$ cat config.mk
export PLATFORM = sky130hd
export DESIGN_NAME = sram_lane_ctrl
export DESIGN_NICKNAME = d
export VERILOG_FILES = /design/src/rtl/sram_lane_pkg.sv /design/src/rtl/sram_seq_fsm.sv /design/src/rtl/sram_lane_drv.sv /design/src/rtl/sram_rd_capture.sv /design/src/rtl/sram_lane_ctrl.sv
export SDC_FILE = /design/constraint.sdc
export NUM_CORES = 1
export LEC_CHECK = 0
export BUFFER_PORTS_ARGS = -buffer_cell sky130_fd_sc_hd__buf_2
export CAP_MARGIN = 20
export CORE_MARGIN = 2
export CORE_UTILIZATION = 42
export DETAILED_ROUTE_END_ITERATION = 8
export PLACE_DENSITY = 0.77
export SYNTH_ARGS = -nofsm -noshare
export SYNTH_HDL_FRONTEND = slang
export SYNTH_HIERARCHICAL = 1
export SYNTH_SLANG_ARGS = --single-unit
$ cat constraint.sdc
create_clock -name clk -period 1.6 [get_ports clk]
set_input_delay 0.24 -clock clk [delete_from_list [all_inputs] [get_ports clk]]
set_output_delay 0.24 -clock clk [all_outputs]
set_load 0.01 [all_outputs]
$ cat src/rtl/sram_lane_pkg.sv
`timescale 1ns/1ps
package sram_lane_pkg;

  typedef enum logic [2:0] {
    ST_IDLE       = 3'd0,
    ST_SETUP      = 3'd1,
    ST_WR_PULSE   = 3'd2,
    ST_WR_RECOVER = 3'd3,
    ST_RD_WAIT    = 3'd4,
    ST_TURN       = 3'd5,
    ST_DONE       = 3'd6
  } seq_state_t;

  // Number of cycles a timed stage lasts.
  function automatic int stage_len(seq_state_t st, int s_c, int p_c, int r_c,
                                   int rd_c, int t_c);
    case (st)
      ST_SETUP:      return s_c;
      ST_WR_PULSE:   return p_c;
      ST_WR_RECOVER: return r_c;
      ST_RD_WAIT:    return rd_c;
      ST_TURN:       return t_c;
      default:       return 1;
    endcase
  endfunction

  // Stage ordering; only the idle stage looks at the direction.
  function automatic seq_state_t stage_next(seq_state_t st, logic is_write);
    case (st)
      ST_IDLE:       return is_write ? ST_SETUP : ST_RD_WAIT;
      ST_SETUP:      return ST_WR_PULSE;
      ST_WR_PULSE:   return ST_WR_RECOVER;
      ST_WR_RECOVER: return ST_DONE;
      ST_RD_WAIT:    return ST_TURN;
      ST_TURN:       return ST_DONE;
      default:       return ST_IDLE;
    endcase
  endfunction

  // Stages in which the selected lanes are enabled.
  function automatic logic lane_selected(seq_state_t st);
    return (st == ST_SETUP) || (st == ST_WR_PULSE) ||
           (st == ST_WR_RECOVER) || (st == ST_RD_WAIT);
  endfunction

  // Stages in which the controller owns the data bus.
  function automatic logic drives_bus(seq_state_t st);
    return (st == ST_SETUP) || (st == ST_WR_PULSE) || (st == ST_WR_RECOVER);
  endfunction

  function automatic int max_of(int a, int b);
    return (a > b) ? a : b;
  endfunction

endpackage

$ cat src/rtl/sram_seq_fsm.sv
`timescale 1ns/1ps
module sram_seq_fsm
  import sram_lane_pkg::*;
#(
  parameter int SETUP_CYC    = 1,
  parameter int WR_PULSE_CYC = 3,
  parameter int WR_RECOV_CYC = 1,
  parameter int RD_WAIT_CYC  = 3,
  parameter int TURN_CYC     = 1
) (
  input  logic       clk,
  input  logic       rst_n,
  input  logic       start,
  input  logic       start_write,
  output seq_state_t state_o,
  output logic       stage_last_o
);

  localparam int MAX_LEN = max_of(max_of(max_of(SETUP_CYC, WR_PULSE_CYC),
                                         max_of(WR_RECOV_CYC, RD_WAIT_CYC)),
                                  TURN_CYC);
  localparam int CNT_W = (MAX_LEN < 2) ? 1 : $clog2(MAX_LEN);

  seq_state_t       st_q;
  logic [CNT_W-1:0] cnt_q;
  logic             timed;

  function automatic logic [CNT_W-1:0] load_of(seq_state_t s);
    return CNT_W'(stage_len(s, SETUP_CYC, WR_PULSE_CYC, WR_RECOV_CYC,
                            RD_WAIT_CYC, TURN_CYC) - 1);
  endfunction

  assign timed        = (st_q != ST_IDLE) && (st_q != ST_DONE);
  assign stage_last_o = timed && (cnt_q == '0);
  assign state_o      = st_q;

  always_ff @(posedge clk or negedge rst_n) begin
    if (!rst_n) begin
      st_q  <= ST_IDLE;
      cnt_q <= '0;
    end else if (st_q == ST_IDLE) begin
      if (start) begin
        st_q  <= stage_next(ST_IDLE, start_write);
        cnt_q <= load_of(stage_next(ST_IDLE, start_write));
      end
    end else if (st_q == ST_DONE) begin
      st_q <= ST_IDLE;
    end else if (cnt_q == '0) begin
      st_q  <= stage_next(st_q, 1'b0);
      cnt_q <= load_of(stage_next(st_q, 1'b0));
    end else begin
      cnt_q <= cnt_q - 1'b1;
    end
  end

endmodule

$ cat src/rtl/sram_lane_drv.sv
`timescale 1ns/1ps
module sram_lane_drv
  import sram_lane_pkg::*;
#(
  parameter int LANES = 4
) (
  input  seq_state_t       state_i,
  input  logic [LANES-1:0] mask_i,
  output logic [LANES-1:0] ce_n_o,
  output logic [LANES-1:0] we_n_o
);

  logic sel;
  logic strobe;

  assign sel    = lane_selected(state_i);
  assign strobe = (state_i == ST_WR_PULSE);

  for (genvar i = 0; i < LANES; i++) begin : g_lane
    assign ce_n_o[i] = ~(sel & mask_i[i]);
    assign we_n_o[i] = ~(strobe & mask_i[i]);
  end

endmodule

$ cat src/rtl/sram_rd_capture.sv
`timescale 1ns/1ps
module sram_rd_capture #(
  parameter int LANES  = 4,
  parameter int LANE_W = 8,
  localparam int DW    = LANES * LANE_W
) (
  input  logic             clk,
  input  logic             rst_n,
  input  logic             capture_i,
  input  logic [LANES-1:0] mask_i,
  input  logic [DW-1:0]    dq_i,
  output logic [DW-1:0]    rdata_o
);

  logic [DW-1:0] nxt;

  for (genvar i = 0; i < LANES; i++) begin : g_lane
    assign nxt[i*LANE_W +: LANE_W] = mask_i[i] ? dq_i[i*LANE_W +: LANE_W] : '0;
  end

  always_ff @(posedge clk or negedge rst_n) begin
    if (!rst_n)         rdata_o <= '0;
    else if (capture_i) rdata_o <= nxt;
  end

endmodule

$ cat src/rtl/sram_lane_ctrl.sv
`timescale 1ns/1ps
module sram_lane_ctrl
  import sram_lane_pkg::*;
#(
  parameter int ADDR_W       = 19,
  parameter int LANES        = 4,
  parameter int LANE_W       = 8,
  parameter int SETUP_CYC    = 1,
  parameter int WR_PULSE_CYC = 3,
  parameter int WR_RECOV_CYC = 1,
  parameter int RD_WAIT_CYC  = 3,
  parameter int TURN_CYC     = 1
) (
  input  logic                    clk,
  input  logic                    rst_n,
  input  logic                    req_valid,
  input  logic                    req_write,
  input  logic [ADDR_W-1:0]       req_addr,
  input  logic [LANES*LANE_W-1:0] req_wdata,
  input  logic [LANES-1:0]        req_mask,
  output logic                    req_ready,
  output logic                    rsp_done,
  output logic [LANES*LANE_W-1:0] rsp_rdata,
  output logic [ADDR_W-1:0]       mem_addr,
  output logic [LANES-1:0]        mem_ce_n,
  output logic [LANES-1:0]        mem_we_n,
  output logic                    mem_oe_n,
  output logic [LANES*LANE_W-1:0] mem_dq_out,
  input  logic [LANES*LANE_W-1:0] mem_dq_in,
  output logic                    mem_dq_oe
);

  localparam int DATA_W = LANES * LANE_W;

  seq_state_t        state;
  logic              stage_last;
  logic              accept;
  logic              rd_capture;
  logic [ADDR_W-1:0] addr_q;
  logic [DATA_W-1:0] wdata_q;
  logic [LANES-1:0]  lane_mask_q;

  assign req_ready  = (state == ST_IDLE);
  assign accept     = req_valid && req_ready;
  assign rd_capture = (state == ST_RD_WAIT) && stage_last;

  always_ff @(posedge clk or negedge rst_n) begin
    if (!rst_n) begin
      addr_q      <= '0;
      wdata_q     <= '0;
      lane_mask_q <= '0;
    end else if (accept) begin
      addr_q      <= req_addr;
      wdata_q     <= req_wdata;
      lane_mask_q <= req_mask;
    end
  end

  sram_seq_fsm #(
    .SETUP_CYC   (SETUP_CYC),
    .WR_PULSE_CYC(WR_PULSE_CYC),
    .WR_RECOV_CYC(WR_RECOV_CYC),
    .RD_WAIT_CYC (RD_WAIT_CYC),
    .TURN_CYC    (TURN_CYC)
  ) u_fsm (
    .clk         (clk),
    .rst_n       (rst_n),
    .start       (accept),
    .start_write (req_write),
    .state_o     (state),
    .stage_last_o(stage_last)
  );

  sram_lane_drv #(.LANES(LANES)) u_drv (
    .state_i(state),
    .mask_i (lane_mask_q),
    .ce_n_o (mem_ce_n),
    .we_n_o (mem_we_n)
  );

  sram_rd_capture #(.LANES(LANES), .LANE_W(LANE_W)) u_cap (
    .clk      (clk),
    .rst_n    (rst_n),
    .capture_i(rd_capture),
    .mask_i   (lane_mask_q),
    .dq_i     (mem_dq_in),
    .rdata_o  (rsp_rdata)
  );

  assign mem_addr   = addr_q;
  assign mem_dq_out = wdata_q;
  assign mem_oe_n   = (state != ST_RD_WAIT);
  assign mem_dq_oe  = drives_bus(state);
  assign rsp_done   = (state == ST_DONE);

endmodule

==> results of run 1 <==
area by class of cell:
class,count,area [µm²]
clock buffer,9,123.9
clock inverter,7,83.83
fill,743,3482
inverter,33,123.9
multi-input combinational,174,1435
sequential,92,2306
tap,111,138.9
timing repair buffer,219,1415
worst max-delay path, stage by stage, from the launching register on:
cell and delay [ps]:
dfrtp_2 440, buf_6 140, or3_4 400, nand3_2 100, buf_6 110
flip-flops by register name (all words and copies together) (netlist names):
register	flops
mem_dq_out	32
u_fsm/state_o	3
u_cap/rdata_o	32
mem_addr	19
u_fsm/cnt_q	2
lane_mask_q	4
layer usage:
layer  track usage (%)  vias up  wire, µm  share of wire, %
li1                  -     1514         -                 -
met1             23.95     1585      4390                43
met2             32.11      112      5227                51
met3             4.387       13       566               5.5
met4             6.533        0       135               1.3
met5                 0        -         0                 0
power breakdown:
group          internal (mW)  total, mW  switching, mW
clock network          0.749       1.64          0.887
logic                   2.84       5.32           2.48
registers               3.41       4.13          0.725
cells by family after synthesis:
family / share of synthesized area [%]
XOR/XNOR: 0.2252
buffers and inverters: 7.784
AO/OA/AOI/OAI: 7.076
AND/OR/NAND/NOR: 9.811
flip-flops: 59.18
multiplexers: 15.92
how the worst max path moves through the flow:
stage                endpoint  slack (ps)
3_5_place_dp   mem_dq_out[16]          30
6_report          mem_ce_n[3]        -180
3_3_place_gp      mem_addr[8]          80
4_1_cts           mem_ce_n[1]        -170
5_1_grt           mem_ce_n[2]        -230
2_1_floorplan  u_fsm/cnt_q[1]         -50
Yosys cell counts (all sizes together), types with 2 or more instances:
library cell and n:
o21ai 38, mux2 55, nor4b 2, clkbuf 5
buf 17, nand3 38, inv 33, nor2 8
nor3 2, nand2 7, dfrtp 92, a21oi 5
o21a 3, nand3b 2, or3 2, or3b 2
what timing repair did:
item	4_1_cts	5_1_grt
resized for setup	25	28
buffers inserted	5	1
setup endpoints to repair	9	101
cloned	0	8
hold buffers	1	0
pin swaps	1	7
hold endpoints to repair	27	0
==> qor.csv, run 1 <==
stage;metric;value;unit
min_path;Worst Hold Class;input pin to register;
final_layout;fin cells;645;
die;die width;100.2;µm
synthesis;ys async rst share;100.0;%
final_layout;share of layout cells above drive strength 1;54.68;%
synthesis;Synth Instances;321;
global_route;antenna violations before repair;0;
min_path;Hold Path Stages;2;
power_and_ir_drop;total power;11.09;mW
timing;fmax;561.2;MHz
global_route;total track usage;18.96;%
global_route;vias in the first global route;3105;
setup_path;Critical Path Source;u_fsm/state_o[0];
die;total die area;0.01005;mm²
cts;clock sink count;92;
detailed_routing;# DRC;0;
cts;Clock Latency Late Sink;360;ps
min_path;hold_sp;req_wdata[22];
setup_path;internal reg-to-reg setup slack;-130;ps
synthesis;syn nets;412;
final_layout;Layout Area Growth over Synthesis;44.64;%
cts;H-tree depth;3;
final_layout;commonest cells after routing, fill and taps aside;180 x buf_2, 89 x dfrtp_1, 36 x o21ai_1, 34 x nand3_1, 32 x inv_1;
min_path;Min-Delay Endpoint;mem_dq_out[22];
setup_path;Critical R2R Launch;u_fsm/state_o[1];
die;initial core utilization;42.71;%
timing;fin crit period;1782;ps
final_layout;Final Cell Area;0.005627;mm²
timing;worst slew pin tran;463.5;ps
die;core area;0.009109;mm²
cts;Max clock buf depth;2;
setup_path;reg2reg end;mem_dq_out[11];
power_and_ir_drop;Leak;2.802;nW
placement;dpl cells;614;
timing;Final Hold Fails;0;
final_layout;net count reported at finish;620;
setup_path;worst setup path class;register to primary output;
timing;worst clock skew;9.689;ps
timing;RSZ-0062 raised after global routing;yes;
die;Die H;100.2;µm
placement;dpl cell area;0.004976;mm²
synthesis;number of enable flip-flop cells after synthesis;0;
synthesis;top_reg_cell synth;dfrtp_1;
setup_path;crit path launch type;register;
cts;TritonCTS buffer count;9;
synthesis;Area contributors post-synth;dfrtp_1 59%, mux2_1 11%, nand3_1 4.9%;
timing;Setup TNS Final;-6941;ps
timing;relative slew slack;69.10;%
placement;I/O Buffers;185;
setup_path;crit path max fanout;5;
placement;GP Congestion;0.7864;
synthesis;Synth Warn #;6;
timing;hold slack;84.26;ps
power_and_ir_drop;VDD IR-drop max;1.141;mV
detailed_routing;wire per inst;16.00;µm
die;IO Pins;186;
run_status;failing checks;setup timing;
placement;HPWL after DPL;6741;µm
global_route;first-pass GRT wire length;14950;µm
synthesis;flops & latches, synth;92;
run_status;outcome;complete, but fails checks;
synthesis;Post-Syn Area;0.003890;mm²
synthesis;top cell type's share of synthesized area;59.18;%
cts;CTS root buf;clkbuf_8;
detailed_routing;total number of vias;3224;
final_layout;fin util;61.77;%
synthesis;area leader, netlist;dfrtp_1;
detailed_routing;Antenna Nets Post-Route;0;
timing;Tcrit/Tclk final;111.4;%
detailed_routing;WL final;10320;µm
placement;Placement Setup Slack;29.58;ps
setup_path;endpoint type of the worst setup path;primary output;
detailed_routing;vias per inst;4.998;
final_layout;commonest non-fill, non-tap cell in the layout;buf_2;
setup_path;CP Data Arrival Time;1540;ps
cts;clk slew on worst S/H paths;100;ps
die;Rows;35;
synthesis;library cells used by synthesis;34;
cts;TritonCTS clock tree;done;
synthesis;post-synthesis sequential area ratio;59.18;%
timing;final max-slew violation count;0;
setup_path;r2r worst-path depth;5;
timing;Setup violations, final;89;
timing;setup ws final;-181.9;ps
synthesis;syn avg cell area;12.12;µm²
detailed_routing;initial DRC count;92;
setup_path;Worst EP required;1360;ps
global_route;GRT overflow;0;
final_layout;diode count;0;
global_route;largest net degree at the start of global routing;65;
run;max_cap viols;0;
detailed_routing;Detailed Routing Iterations Pass 1;4;
power_and_ir_drop;Power Dens Cells;1971;mW/mm²
(Power assumes the default switching activity.)
==> run 2: changes to the inputs <==
--- a/config.mk
+++ b/config.mk
@@ -6,11 +6,12 @@
 export NUM_CORES = 1
 export LEC_CHECK = 0
 export BUFFER_PORTS_ARGS = -buffer_cell sky130_fd_sc_hd__buf_2
-export CAP_MARGIN = 20
 export CORE_MARGIN = 2
 export CORE_UTILIZATION = 42
 export DETAILED_ROUTE_END_ITERATION = 8
 export PLACE_DENSITY = 0.77
+export SETUP_SLACK_MARGIN = 0.4
+export SLEW_MARGIN = 30
 export SYNTH_ARGS = -nofsm -noshare
 export SYNTH_HDL_FRONTEND = slang
 export SYNTH_HIERARCHICAL = 1
==> qor.csv, run 2 (same netlist as run 1, synthesis figures left out) <==
stage;metric;value;unit;change
run_status;outcome;complete, but fails checks;;
run_status;failing checks;setup timing;;
final_layout;share of layout cells above drive strength 1;66.67;%;+12 points
final_layout;diode count;0;;unchanged
placement;Placement Setup Slack;2.145;ps;-27.44 ps
global_route;GRT overflow;0;;unchanged
cts;Max clock buf depth;2;;unchanged
detailed_routing;# DRC;0;;unchanged
timing;worst clock skew;14.28;ps;+4.595 ps
timing;worst slew pin tran;471.6;ps;+8.104 ps
cts;clk slew on worst S/H paths;100;ps;about the same
power_and_ir_drop;total power;12.18;mW;+9.8%
die;initial core utilization;42.71;%;unchanged
placement;dpl cells;623;;+1.5%
detailed_routing;wire per inst;17.02;µm;+6.4%
timing;Tcrit/Tclk final;110.4;%;-0.92 points
power_and_ir_drop;Seq pwr share;33.3;%;-4.0 points
final_layout;commonest cells after routing, fill and taps aside;180 x buf_2, 89 x dfrtp_1, 39 x mux2_4, 32 x inv_1, 27 x buf_4;;
placement;I/O Buffers;185;;unchanged
power_and_ir_drop;Sw Pwr;4.491;mW;+9.7%
cts;Clock Latency Late Sink;360;ps;about the same
global_route;vias in the first global route;3374;;+8.7%
timing;RSZ-0062 raised after global routing;yes;;
die;total die area;0.01005;mm²;unchanged
final_layout;commonest non-fill, non-tap cell in the layout;buf_2;;
cts;H-tree depth;3;;unchanged
placement;GP Congestion;0.7939;;+0.95%
global_route;largest net degree at the start of global routing;35;;-46%
setup_path;Worst EP required;1850;ps;+490 ps
die;die width;100.2;µm;unchanged
cts;TritonCTS buffer count;9;;unchanged
timing;relative slew slack;68.56;%;-0.54 points
power_and_ir_drop;VDD IR-drop max;1.348;mV;+18%
cts;TritonCTS clock tree;done;;
detailed_routing;initial DRC count;97;;+5.4%
die;core area;0.009109;mm²;unchanged
detailed_routing;Detailed Routing Iterations Pass 1;4;;unchanged
global_route;antenna violations before repair;0;;unchanged
die;IO Pins;186;;unchanged
placement;dpl cell area;0.005189;mm²;+4.3%
cts;clock sink count;92;;unchanged
final_layout;net count reported at finish;644;;+3.9%
global_route;total track usage;21.01;%;+2.0 points
timing;Setup violations, final;101;;+13%
power_and_ir_drop;Power Internal;7.693;mW;+9.9%
timing;fin crit period;1767;ps;-14.77 ps
final_layout;fin util;68.38;%;+6.6 points
timing;final max-slew violation count;0;;unchanged
cts;CTS root buf;clkbuf_8;;
power_and_ir_drop;Leak;3.045;nW;+8.7%
power_and_ir_drop;power share of the clock group;13.3;%;-1.4 points
final_layout;Final Cell Area;0.006228;mm²;+11%
timing;Final Hold Fails;0;;unchanged
power_and_ir_drop;switch share;36.86;%;about the same
setup_path;CP Data Arrival Time;2020;ps;+480 ps
setup_path;crit path max fanout;6;;+1
power_and_ir_drop;Comb power frac;53.4;%;+5.4 points
setup_path;crit path launch type;register;;
global_route;first-pass GRT wire length;16510;µm;+10%
final_layout;Layout Area Growth over Synthesis;60.12;%;
power_and_ir_drop;Power Dens Cells;1956;mW/mm²;-0.77%
die;Rows;35;;unchanged
min_path;Worst Hold Class;input pin to register;;
detailed_routing;total number of vias;3418;;+6.0%
detailed_routing;vias per inst;5.109;;+2.2%
run;max_cap viols;0;;unchanged
detailed_routing;WL final;11390;µm;+10%
die;Die H;100.2;µm;unchanged
placement;HPWL after DPL;7069;µm;+4.9%
timing;fmax;565.9;MHz;+0.84%
final_layout;fin cells;669;;+3.7%
setup_path;endpoint type of the worst setup path;register;;
timing;setup ws final;-167.1;ps;+14.77 ps
detailed_routing;Antenna Nets Post-Route;0;;unchanged
setup_path;worst setup path class;register to register;;
run 2: final timing paths:
path,slack (ps),cells after the start,from,to
min in group asynchronous,370,2,rst_n,u_cap/rdata_o[13]
max in group asynchronous,640,3,rst_n,mem_addr[11]
min,100,2,req_wdata[2],mem_dq_out[2]
max reg2reg,-170,6,u_fsm/state_o[1],mem_addr[8]
min reg2reg,490,1,mem_dq_out[7],mem_dq_out[7]
max,-170,6,u_fsm/state_o[1],mem_addr[8]
run 2: through the flow:
stage | setup TNS (ps) | hold slack, ps
final | -10840 | 97.74
after global routing | -16660 | 83.72
after CTS | -7958 | 79.90
after detailed placement | 0 | 225.2
after global placement | 0 | 221.6
after floorplan | -118.1 | -55.59
run 2: timing repair:
action / in CTS / in global routing
hold buffers: 1 / 0
pin swaps: 7 / 12
endpoints found under the hold margin: 28 / 0
endpoints found under the setup margin: 104 / 104
gates cloned: 5 / 4
buffers inserted: 18 / 2
gates resized for setup: 57 / 40
run 2: worst max-delay path, cell delays in order, from the launching register on:
cell and delay (ps):
dfrtp_2 420, buf_4 160, nor4b_4 310, buf_6 200
buf_12 120, clkbuf_16 150, mux2_4 300
run 2: routing by layer:
layer	vias up	part of all wire, %	GRT usage, %	wire (µm)
met2	132	53	36.86	6045
met1	1694	39	26.08	4456
met3	26	5.5	3.691	628
met4	0	2.2	7.376	256
li1	1566	-	-	-
met5	-	0	0	0
run 2: power by group through the flow:
stage               sequential (mW)  clock (mW)  combinational (mW)
floorplan                      4.52           0                2.32
global placement               4.00           0                4.55
detailed placement             4.07           0                4.68
CTS                            4.02        1.67                5.90
global route                   4.18        1.76                6.95
finish                         4.05        1.62                6.51
run 2: layout make-up:
| cell class | count | area, µm² |
|---|---|---|
| well taps | 111 | 138.9 |
| clock inverters | 7 | 82.58 |
| repair buffers | 243 | 1730 |
| inverters | 33 | 123.9 |
| fillers | 672 | 2880 |
| multi-input cells | 174 | 1723 |
| clock buffers | 9 | 123.9 |
| flip-flops and latches | 92 | 2306 |
==> run 3: changes to the inputs <==
--- a/config.mk
+++ b/config.mk
@@ -5,11 +5,12 @@
 export SDC_FILE = /design/constraint.sdc
 export NUM_CORES = 1
 export LEC_CHECK = 0
+export ABC_AREA = 1
 export BUFFER_PORTS_ARGS = -buffer_cell sky130_fd_sc_hd__buf_2
 export CORE_MARGIN = 2
 export CORE_UTILIZATION = 42
 export DETAILED_ROUTE_END_ITERATION = 8
-export PLACE_DENSITY = 0.77
+export PLACE_DENSITY_LB_ADDON = 0.15
 export SETUP_SLACK_MARGIN = 0.4
 export SLEW_MARGIN = 30
 export SYNTH_ARGS = -nofsm -noshare
==> qor.csv, run 3 <==
stage;metric;value;unit;change
run_status;outcome;complete, but fails checks;;
run_status;failing checks;setup timing;;
final_layout;commonest non-fill, non-tap cell in the layout;buf_2;;
synthesis;syn nets;548;;+33%
timing;fmax;599.1;MHz;+5.9%
min_path;Worst Hold Class;input pin to register;;
placement;dpl cells;751;;+21%
detailed_routing;wire per inst;17.03;µm;about the same
final_layout;share of layout cells above drive strength 1;58.26;%;-8.4 points
cts;TritonCTS clock tree;done;;
global_route;first-pass GRT wire length;20900;µm;+27%
detailed_routing;vias per inst;5.161;;+1.0%
synthesis;top_reg_cell synth;dfrtp_1;;
die;Die H;102.2;µm;+2.0%
timing;Setup violations, final;11;;-89%
die;total die area;0.01045;mm²;+4.0%
setup_path;crit path launch type;register;;
detailed_routing;total number of vias;4165;;+22%
min_path;hold_sp;mem_dq_in[29];;
global_route;largest net degree at the start of global routing;93;;+170%
setup_path;WP depth;4;;-2
synthesis;flops & latches, synth;92;;unchanged
die;Rows;35;;unchanged
global_route;vias in the first global route;4007;;+19%
run;max_cap viols;0;;unchanged
power_and_ir_drop;total power;13.90;mW;+14%
cts;clk slew on worst S/H paths;100;ps;about the same
setup_path;Slowest cell on crit path;dfrtp_2;;
timing;worst slew pin tran;644.9;ps;+173.3 ps
final_layout;fin cells;807;;+21%
placement;I/O Buffers;185;;unchanged
power_and_ir_drop;Comb power frac;55.7;%;+2.3 points
timing;Setup TNS Final;-508.8;ps;+10330 ps
die;IO Pins;186;;unchanged
power_and_ir_drop;Sw Pwr;6.004;mW;+34%
setup_path;endpoint type of the worst setup path;primary output;;
setup_path;worst setup path class;register to primary output;;
synthesis;Area contributors post-synth;dfrtp_1 57%, nand2_1 19%, nand4_1 8.8%;;
timing;worst clock skew;13.40;ps;-0.8860 ps
final_layout;commonest cells after routing, fill and taps aside;178 x buf_2, 115 x nand2_1, 89 x dfrtp_1, 57 x nand4_1, 56 x nand2_2;;
power_and_ir_drop;Leak;3.493;nW;+15%
synthesis;top-count cell post-synth;nand2_1;;
die;initial core utilization;43.67;%;+0.96 points
synthesis;number of enable flip-flop cells after synthesis;0;;unchanged
synthesis;syn avg cell area;8.871;µm²;-27%
setup_path;Critical R2R Launch;u_fsm/state_o[1];;
power_and_ir_drop;switch share;43.18;%;+6.3 points
global_route;GRT overflow;0;;unchanged
min_path;Hold Path Stages;3;;+1
setup_path;crit-path max cell delay;430;ps;about the same
cts;H-tree depth;3;;unchanged
synthesis;library cells used by synthesis;25;;-26%
timing;final max-slew violation count;0;;unchanged
cts;CTS root buf;clkbuf_8;;
setup_path;r2r worst-path depth;11;;+5
cts;Max clock buf depth;2;;unchanged
timing;setup ws final;-69.31;ps;+97.79 ps
placement;Placement Setup Slack;52.14;ps;+50.00 ps
setup_path;crit-path cells;buf_6 -> nor3b_4 -> nand2_1 -> buf_2;;
placement;HPWL after DPL;7839;µm;+11%
synthesis;top cell type's share of synthesized area;56.79;%;-2.4 points
cts;Clock Latency Late Sink;360;ps;about the same
placement;GP Congestion;0.8593;;+8.2%
synthesis;ys async rst share;100.0;%;unchanged
cts;clock sink count;92;;unchanged
power_and_ir_drop;Power Internal;7.900;mW;+2.7%
synthesis;Synth Warn #;6;;unchanged
power_and_ir_drop;power share of the clock group;11.6;%;-1.7 points
synthesis;Post-synth top cells;200 x nand2_1, 92 x dfrtp_1, 57 x nand4_1;;
setup_path;Buffers & Inverters on Critical Path;2;;-2
timing;relative slew slack;57.01;%;-12 points
power_and_ir_drop;Seq pwr share;32.7;%;-0.6 points
global_route;total track usage;26.23;%;+5.2 points
die;core area;0.009284;mm²;+1.9%
setup_path;crit path max fanout;8;;+2
cts;TritonCTS buffer count;9;;unchanged
setup_path;delay-heaviest family, CP;flip-flops;;
final_layout;Layout Area Growth over Synthesis;62.65;%;
final_layout;net count reported at finish;764;;+19%
setup_path;Critical Path Source;u_fsm/state_o[2];;
timing;fin crit period;1669;ps;-97.79 ps
power_and_ir_drop;VDD IR-drop max;1.041;mV;-23%
synthesis;Synth Instances;457;;+42%
final_layout;diode count;0;;unchanged
timing;Final Hold Fails;0;;unchanged
timing;RSZ-0062 raised after global routing;yes;;
detailed_routing;# DRC;0;;unchanged
timing;Tcrit/Tclk final;104.3;%;-6.1 points
global_route;antenna violations before repair;0;;unchanged
setup_path;Worst EP required;1360;ps;-490 ps
synthesis;post-synthesis sequential area ratio;56.79;%;-2.4 points
detailed_routing;initial DRC count;147;;+52%
synthesis;Post-Syn Area;0.004054;mm²;+4.2%
synthesis;area leader, netlist;dfrtp_1;;
detailed_routing;WL final;13740;µm;+21%
detailed_routing;Detailed Routing Iterations Pass 1;4;;unchanged
power_and_ir_drop;Power Dens Cells;2109;mW/mm²;+7.8%
detailed_routing;Antenna Nets Post-Route;0;;unchanged
setup_path;CP Data Arrival Time;1430;ps;-590 ps
die;die width;102.2;µm;+2.0%
-- run 3: what timing repair did --
| item | CTS | global route |
|---|---|---|
| hold buffers | 1 | 0 |
| resized for setup | 134 | 77 |
| gates cloned | 12 | 0 |
| hold endpoints to repair | 92 | 0 |
| pin swaps | 61 | 29 |
| endpoints found under the setup margin | 104 | 106 |
| setup buffers | 23 | 4 |
-- run 3: area by class of cell --
| cell class | count | area, µm² |
|---|---|---|
| repair buffers | 240 | 1804 |
| well taps | 129 | 161.4 |
| multi-input cells | 318 | 2047 |
| clock buffers | 11 | 141.4 |
| inverters | 12 | 73.82 |
| flip-flops and latches | 92 | 2306 |
| fillers | 761 | 2690 |
| clock inverters | 5 | 60.06 |
-- run 3: metrics by stage --
step | cell area (µm²) | utilization, % | hold WS [ps]
finish | 6594 | 71.02 | 111.2
CTS | 6260 | 67.43 | 95.99
global placement | 5082 | 54.74 | 327.4
global route | 6594 | 71.02 | 106.2
detailed placement | 5082 | 54.74 | 333.1
floorplan | 4076 | - | -55.59
-- run 3: path summary, 6_finish.rpt --
path | endpoint | slack (ps)
worst max register to register | u_cap/rdata_o[30] | -20
worst min register to register | u_cap/rdata_o[23] | 470
worst max-delay path | mem_we_n[3] | -70
worst min-delay path | u_cap/rdata_o[29] | 110
max in group asynchronous | u_fsm/state_o[0] | 730
min in group asynchronous | u_cap/rdata_o[24] | 460
-- run 3: per-layer routing --
metal | global-route usage (%) | share of wire (%) | vias up | routed length [µm]
li1 | - | - | 1956 | -
met1 | 35.20 | 42 | 2017 | 5708
met2 | 42.05 | 49 | 171 | 6779
met3 | 5.062 | 7.1 | 21 | 975
met4 | 10.67 | 2.0 | 0 | 281
met5 | 0 | 0 | - | 0
-- run 3: worst register-to-register path, cell delays in order, from the launching register on --
cell and delay [ps]:
dfrtp_2 450, buf_6 140, nor2_4 110, nand2_2 70, nand2_2 90, nor2_1 50
inv_1 90, nor2_4 60, buf_12 150, buf_8 140, nand3_1 90, nand2_1 70
-- run 3: cell families after synthesis --
kind of cell | after synthesis | share of synthesized area (%)
buffers and inverters | 47 | 7.284
and+or+nand+nor | 312 | 35.09
AOI/OAI and AO/OA | 6 | 0.8333
DFF | 92 | 56.79
-- run 3: power by group through the flow --
stage / combinational (mW) / sequential [mW] / clock, mW
2_1_floorplan: 2.65 / 4.67 / 0
3_3_place_gp: 4.86 / 4.26 / 0
3_5_place_dp: 4.98 / 4.28 / 0
4_1_cts: 7.05 / 4.38 / 1.64
5_1_grt: 8.36 / 4.69 / 1.76
6_report: 7.74 / 4.55 / 1.61
